<file path="config.mk">
export PLATFORM = sky130hd
export DESIGN_NAME = twb_bitbang_reg
export DESIGN_NICKNAME = d
export VERILOG_FILES = /design/src/rtl/twb_pkg.sv /design/src/rtl/twb_decode.sv /design/src/rtl/twb_latch.sv /design/src/rtl/twb_sync.sv /design/src/rtl/twb_resp.sv /design/src/rtl/twb_bitbang_reg.sv
export SDC_FILE = /design/constraint.sdc
export NUM_CORES = 1
export LEC_CHECK = 0
export BUFFER_PORTS_ARGS = -buffer_cell sky130_fd_sc_hd__buf_4
export CAP_MARGIN = 20
export CORE_MARGIN = 3
export CORE_UTILIZATION = 34
export DETAILED_ROUTE_END_ITERATION = 16
export PLACE_DENSITY = 0.89
export SLEW_MARGIN = 25
export SYNTH_ARGS = -nofsm -noshare
export SYNTH_HDL_FRONTEND = slang
export SYNTH_SLANG_ARGS = --single-unit
</file>
<file path="constraint.sdc">
create_clock -name clk -period 2.3 [get_ports clk]
set_clock_uncertainty 0.2 [all_clocks]
set_input_delay 0.23 -clock clk [delete_from_list [all_inputs] [get_ports clk]]
set_output_delay 0.23 -clock clk [all_outputs]
set_load 0.01 [all_outputs]
</file>
<file path="src/rtl/twb_pkg.sv">
package twb_pkg;
    localparam int unsigned LINE_CNT = 2;
    localparam int unsigned SCL_BIT  = 0;
    localparam int unsigned SDA_BIT  = 1;
    localparam logic [31:0] OFS_SET  = 32'h0000_0000;
    localparam logic [31:0] OFS_CLR  = 32'h0000_0004;

    typedef enum logic [2:0] {
        ACC_NONE,
        ACC_SET,
        ACC_CLR,
        ACC_WR_BAD,
        ACC_RD_CTRL,
        ACC_RD_BAD
    } acc_kind_t;

    typedef enum logic [1:0] {
        RSP_IDLE,
        RSP_CTRL,
        RSP_BAD
    } rsp_state_t;
endpackage

</file>
<file path="src/rtl/twb_decode.sv">
module twb_decode
    import twb_pkg::*;
#(
    parameter int unsigned ADDR_W = 12
) (
    input  logic              req_valid,
    input  logic              req_write,
    input  logic [ADDR_W-1:0] req_addr,
    output acc_kind_t         kind
);
    logic hit_set;
    logic hit_clr;

    assign hit_set = (req_addr == OFS_SET[ADDR_W-1:0]);
    assign hit_clr = (req_addr == OFS_CLR[ADDR_W-1:0]);

    always_comb begin
        kind = ACC_NONE;
        if (req_valid) begin
            if (req_write) begin
                if (hit_set)      kind = ACC_SET;
                else if (hit_clr) kind = ACC_CLR;
                else              kind = ACC_WR_BAD;
            end else begin
                kind = hit_set ? ACC_RD_CTRL : ACC_RD_BAD;
            end
        end
    end
endmodule

</file>
<file path="src/rtl/twb_latch.sv">
module twb_latch
    import twb_pkg::*;
(
    input  logic                clk,
    input  logic                rst,
    input  acc_kind_t           kind,
    input  logic [LINE_CNT-1:0] bits,
    output logic [LINE_CNT-1:0] lat_q
);
    logic armed;

    always_ff @(posedge clk) begin
        if (rst) begin
            lat_q <= '1;
            armed <= 1'b0;
        end else begin
            armed <= 1'b1;
            unique case (kind)
                ACC_SET: lat_q <= lat_q | bits;
                ACC_CLR: lat_q <= lat_q & ~bits;
                default: ;
            endcase
        end
    end


    set_or_chk: assert property (@(posedge clk) disable iff (rst)
        (armed && kind == ACC_SET) |=> (lat_q == ($past(lat_q) | $past(bits))));


    clr_mask_chk: assert property (@(posedge clk) disable iff (rst)
        (armed && kind == ACC_CLR) |=> (lat_q == ($past(lat_q) & ~$past(bits))));


    hold_chk: assert property (@(posedge clk) disable iff (rst)
        (armed && kind != ACC_SET && kind != ACC_CLR) |=> $stable(lat_q));
endmodule

</file>
<file path="src/rtl/twb_sync.sv">
module twb_sync #(
    parameter int unsigned STAGES  = 2,
    parameter logic        RST_VAL = 1'b1
) (
    input  logic clk,
    input  logic rst,
    input  logic d,
    output logic q
);
    logic [STAGES-1:0] st;
    logic              armed;

    generate
        if (STAGES == 1) begin : g_one
            always_ff @(posedge clk) begin
                if (rst) st <= RST_VAL;
                else     st <= d;
            end
        end else begin : g_chain
            always_ff @(posedge clk) begin
                if (rst) st <= {STAGES{RST_VAL}};
                else     st <= {st[STAGES-2:0], d};
            end
        end
    endgenerate

    always_ff @(posedge clk) begin
        if (rst) armed <= 1'b0;
        else     armed <= 1'b1;
    end

    assign q = st[STAGES-1];


    sync_entry_chk: assert property (@(posedge clk) disable iff (rst)
        armed |-> (st[0] == $past(d)));


    sync_out_age_chk: assert property (@(posedge clk) disable iff (rst)
        armed |=> (q == $past(st[STAGES-1-((STAGES > 1) ? 1 : 0)], 1)) || (STAGES == 1));
endmodule

</file>
<file path="src/rtl/twb_resp.sv">
module twb_resp
    import twb_pkg::*;
#(
    parameter int unsigned DATA_W = 32
) (
    input  logic              clk,
    input  logic              rst,
    input  acc_kind_t         kind,
    input  logic              scl_lvl,
    input  logic              sda_lvl,
    output logic              rsp_valid,
    output logic [DATA_W-1:0] rsp_rdata
);
    rsp_state_t          state_q;
    rsp_state_t          state_d;
    logic [LINE_CNT-1:0] snap_q;
    logic                armed;

    always_comb begin
        unique case (kind)
            ACC_RD_CTRL: state_d = RSP_CTRL;
            ACC_RD_BAD:  state_d = RSP_BAD;
            default:     state_d = RSP_IDLE;
        endcase
    end

    always_ff @(posedge clk) begin
        if (rst) begin
            state_q <= RSP_IDLE;
            snap_q  <= '0;
            armed   <= 1'b0;
        end else begin
            state_q <= state_d;
            armed   <= 1'b1;
            if (kind == ACC_RD_CTRL) begin
                snap_q[SCL_BIT] <= scl_lvl;
                snap_q[SDA_BIT] <= sda_lvl;
            end
        end
    end

    always_comb begin
        unique case (state_q)
            RSP_CTRL: begin
                rsp_valid = 1'b1;
                rsp_rdata = DATA_W'(snap_q);
            end
            RSP_BAD: begin
                rsp_valid = 1'b1;
                rsp_rdata = '1;
            end
            default: begin
                rsp_valid = 1'b0;
                rsp_rdata = '0;
            end
        endcase
    end


    rsp_after_read_chk: assert property (@(posedge clk) disable iff (rst)
        armed |-> (rsp_valid == $past(kind == ACC_RD_CTRL || kind == ACC_RD_BAD)));


    bad_ones_chk: assert property (@(posedge clk) disable iff (rst)
        (kind == ACC_RD_BAD) |=> (rsp_rdata == {DATA_W{1'b1}}));


    ctrl_word_chk: assert property (@(posedge clk) disable iff (rst)
        (kind == ACC_RD_CTRL) |=>
            (rsp_rdata == DATA_W'({$past(sda_lvl), $past(scl_lvl)})));
endmodule

</file>
<file path="src/rtl/twb_bitbang_reg.sv">
module twb_bitbang_reg
    import twb_pkg::*;
#(
    parameter int unsigned ADDR_W      = 12,
    parameter int unsigned DATA_W      = 32,
    parameter int unsigned SYNC_STAGES = 2
) (
    input  logic              clk,
    input  logic              rst,
    input  logic              req_valid,
    input  logic              req_write,
    input  logic [ADDR_W-1:0] req_addr,
    input  logic [DATA_W-1:0] req_wdata,
    output logic              rsp_valid,
    output logic [DATA_W-1:0] rsp_rdata,
    output logic              scl_pull_low,
    output logic              sda_pull_low,
    input  logic              sda_pad_in
);
    acc_kind_t           kind;
    logic [LINE_CNT-1:0] lat_q;
    logic                sda_sync;
    logic                unused_hi;

    assign unused_hi = ^req_wdata[DATA_W-1:LINE_CNT];

    twb_decode #(.ADDR_W(ADDR_W)) u_decode (
        .req_valid (req_valid),
        .req_write (req_write),
        .req_addr  (req_addr),
        .kind      (kind)
    );

    twb_latch u_latch (
        .clk   (clk),
        .rst   (rst),
        .kind  (kind),
        .bits  (req_wdata[LINE_CNT-1:0]),
        .lat_q (lat_q)
    );

    twb_sync #(.STAGES(SYNC_STAGES), .RST_VAL(1'b1)) u_sync (
        .clk (clk),
        .rst (rst),
        .d   (sda_pad_in),
        .q   (sda_sync)
    );

    twb_resp #(.DATA_W(DATA_W)) u_resp (
        .clk       (clk),
        .rst       (rst),
        .kind      (kind),
        .scl_lvl   (lat_q[SCL_BIT]),
        .sda_lvl   (sda_sync),
        .rsp_valid (rsp_valid),
        .rsp_rdata (rsp_rdata)
    );

    assign scl_pull_low = ~lat_q[SCL_BIT];
    assign sda_pull_low = ~lat_q[SDA_BIT];


    idle_after_rst_chk: assert property (@(posedge clk) disable iff (rst)
        $fell(rst) |-> (!scl_pull_low && !sda_pull_low && !rsp_valid));
endmodule

</file>
==> impl_metrics.ini <==
[power_and_ir_drop]
clkPwrFrac_pct = 30.8
switchingPower_mw = 0.0856
vdd_ir_drop_max_mv = 0.252
fin_total_pwr_mw = 0.342
combPwrFrac_pct = 27.7
seqPwrFrac_pct = 41.5
p_leak_nw = 0.466
power_density_nw_per_um2 = 368
sw_frac_of_total_pct = 25.0
internal_power_mw = 0.257

[cts]
post_cts_buffers = 0
numCtsBuffers = 3
cts_sinks = 8
cts-root-buf = clkbuf_4
ctsResizeCount = 0
clock_latency_ps = 250
cts_htree_levels = 1
hold_buffers = 2
cts_tree = done
clk_pin_slew_ps = 50
clockBufferDepth = 2

[timing]
relSlewSlack_pct = 45.5
rsz0062_at_grt = false
period_needed_ps = 2020
fmax_mhz = 496
final-setup-viol-count = 0
hold_viol = 0
period_share_pct = 87.7
tightest_slew_ps = 817
slew_violations = 0
tns_ps = 0
setup_ws_ps = 284

[placement]
place_inst = 124
hpwl_mm = 1.11
numPortBuffers = 53
dpl_worst_slack_ps = 510
place_congestion = 0.744

[critical_path]
rr_worst_depth = 1
endpoint_kind = primary output
worstSetupStartpointType = register
cp_slowest_cell = ha_1
critPathArrivalTime_ps = 1590
regToRegSetupSlack_ps = 1450
critPathKind = reg2out
required_ps = 1870
critPathMaxStageDelay_ps = 690
cp_max_fo = 30
path_cells = inv_1, ha_1, buf_4

[routing]
wl_per_cell_um = 9.81
vias = 567
remaining_drc_errors = 0
ant_nets = 0
dr.first_iter.drc_count = 4
viasPerCell = 4.40
dr.pass1.iters = 2
wirelength_mm = 1.27

[grt]
grt_pass1_wl_mm = 1.99
gr-total-overflow = 0
grt_max_degree = 31
track_usage_pct = 10.3
grt_pass1_vias = 519
grt_antenna_before_repair = 0

[logic_synthesis]
synth_warnings = 0
synth-seq-area-share_pct = 23.6
synthFlopType = dfxtp_1
async_reset_ff_share_pct = 0
synth_edf_count = 0
synth_cell_types = 21
postSynthAreaPerCell_um2 = 8.92
ys_ff_latch = 8
syn_area_um2 = 678
synth_nets = 128
netlist_instances = 76

[hold_path]
min_delay_path_depth = 2
hold_class = in2reg

[floorplanning]
fp.dieH_um = 50.7
ioPinCount = 84
start_util_pct = 37.6
core_um2 = 1800
die-area_um2 = 2570
fp.dieW_um = 50.7
rows = 15

[run_status]
status = finished clean

[finish]
drive_gt1_share_pct = 62.5
layout_commonest_cell = buf_4
area_growth_pct = 36.9
fin_cells = 129
final_cell_mix = 53 x buf_4, 8 x dfxtp_1, 5 x inv_1
final_nets = 158
n_antenna_cell = 0

[flow_run]
cap_violations = 0
[power by group through the flow]
stage / Combinational, mW / Clock, mW / Sequential (mW)
after floorplan: 0.0606 / 0 / 0.145
after global placement: 0.0908 / 0 / 0.145
after detailed placement: 0.0934 / 0 / 0.145
after CTS: 0.0960 / 0.113 / 0.142
after global routing: 0.103 / 0.117 / 0.142
final: 0.0948 / 0.105 / 0.142
[Yosys cell counts (all sizes together) (2+ instances only)]
master	count	area share, %
ha	3	5.5
dfxtp	8	24
nor4	3	6.8
nand3	2	1.5
mux2i	4	5.9
inv	5	2.8
buf	29	32
nand2b	4	3.7
a21oi	2	1.5
or2	3	2.8
nor2	4	2.2
or4	2	3.3
[worst max-delay path, delay by kind of cell (launching register included)]
kind	cells	cell delay (ps)
DFF	1	310
buffers and inverters	2	330
adders and majority gates	1	690
[area by class of cell]
cell class / instances / area [um2]
fillers: 166 / 873
repair buffers: 55 / 418
multi-input cells: 33 / 278
flip-flops and latches: 8 / 160
well taps: 25 / 31.3
clock buffers: 3 / 22.5
inverters: 5 / 18.8
[through the flow]
step                      hold slack [ps]  util [%]  instance area (um2)
after floorplan                       101         -                  678
after global placement                192      49.2                  886
after detailed placement              195      49.2                  886
after CTS                            34.8      51.5                  928
after global routing                 61.5      51.5                  928
final                                43.4      51.5                  928
[cell families (layout without fill, tap and decap cells)]
group                      Yosys count  count (layout)  synth area share (%)
AOI/OAI and AO/OA                    3               3                  2.77
adders and majority gates            3               3                  5.54
buffers and inverters               35              63                  35.4
DFF                                  8               8                  23.6
muxes                                4               4                  5.90
and+or+nand+nor                     23              23                  26.8
[worst paths after layout]
| path | start | endpoint |
|---|---|---|
| setup / recovery | u_resp.state_q[0] | rsp_rdata[11] |
| hold reg to reg | u_sync.st[0] | u_sync.st[1] |
| setup reg to reg | u_sync.st[0] | u_sync.st[1] |
| hold / removal | rst | u_sync.st[0] |
[routing by layer]
| layer | up-vias | track usage (%) | share of wire [%] |
|---|---|---|---|
| met5 | - | 0 | 0 |
| met4 | 0 | 5.38 | 0.71 |
| met3 | 2 | 5.04 | 21 |
| met2 | 50 | 18.9 | 46 |
| met1 | 237 | 9.11 | 32 |
| li1 | 278 | - | - |
Note: power is estimated with default switching activity, not from simulation.
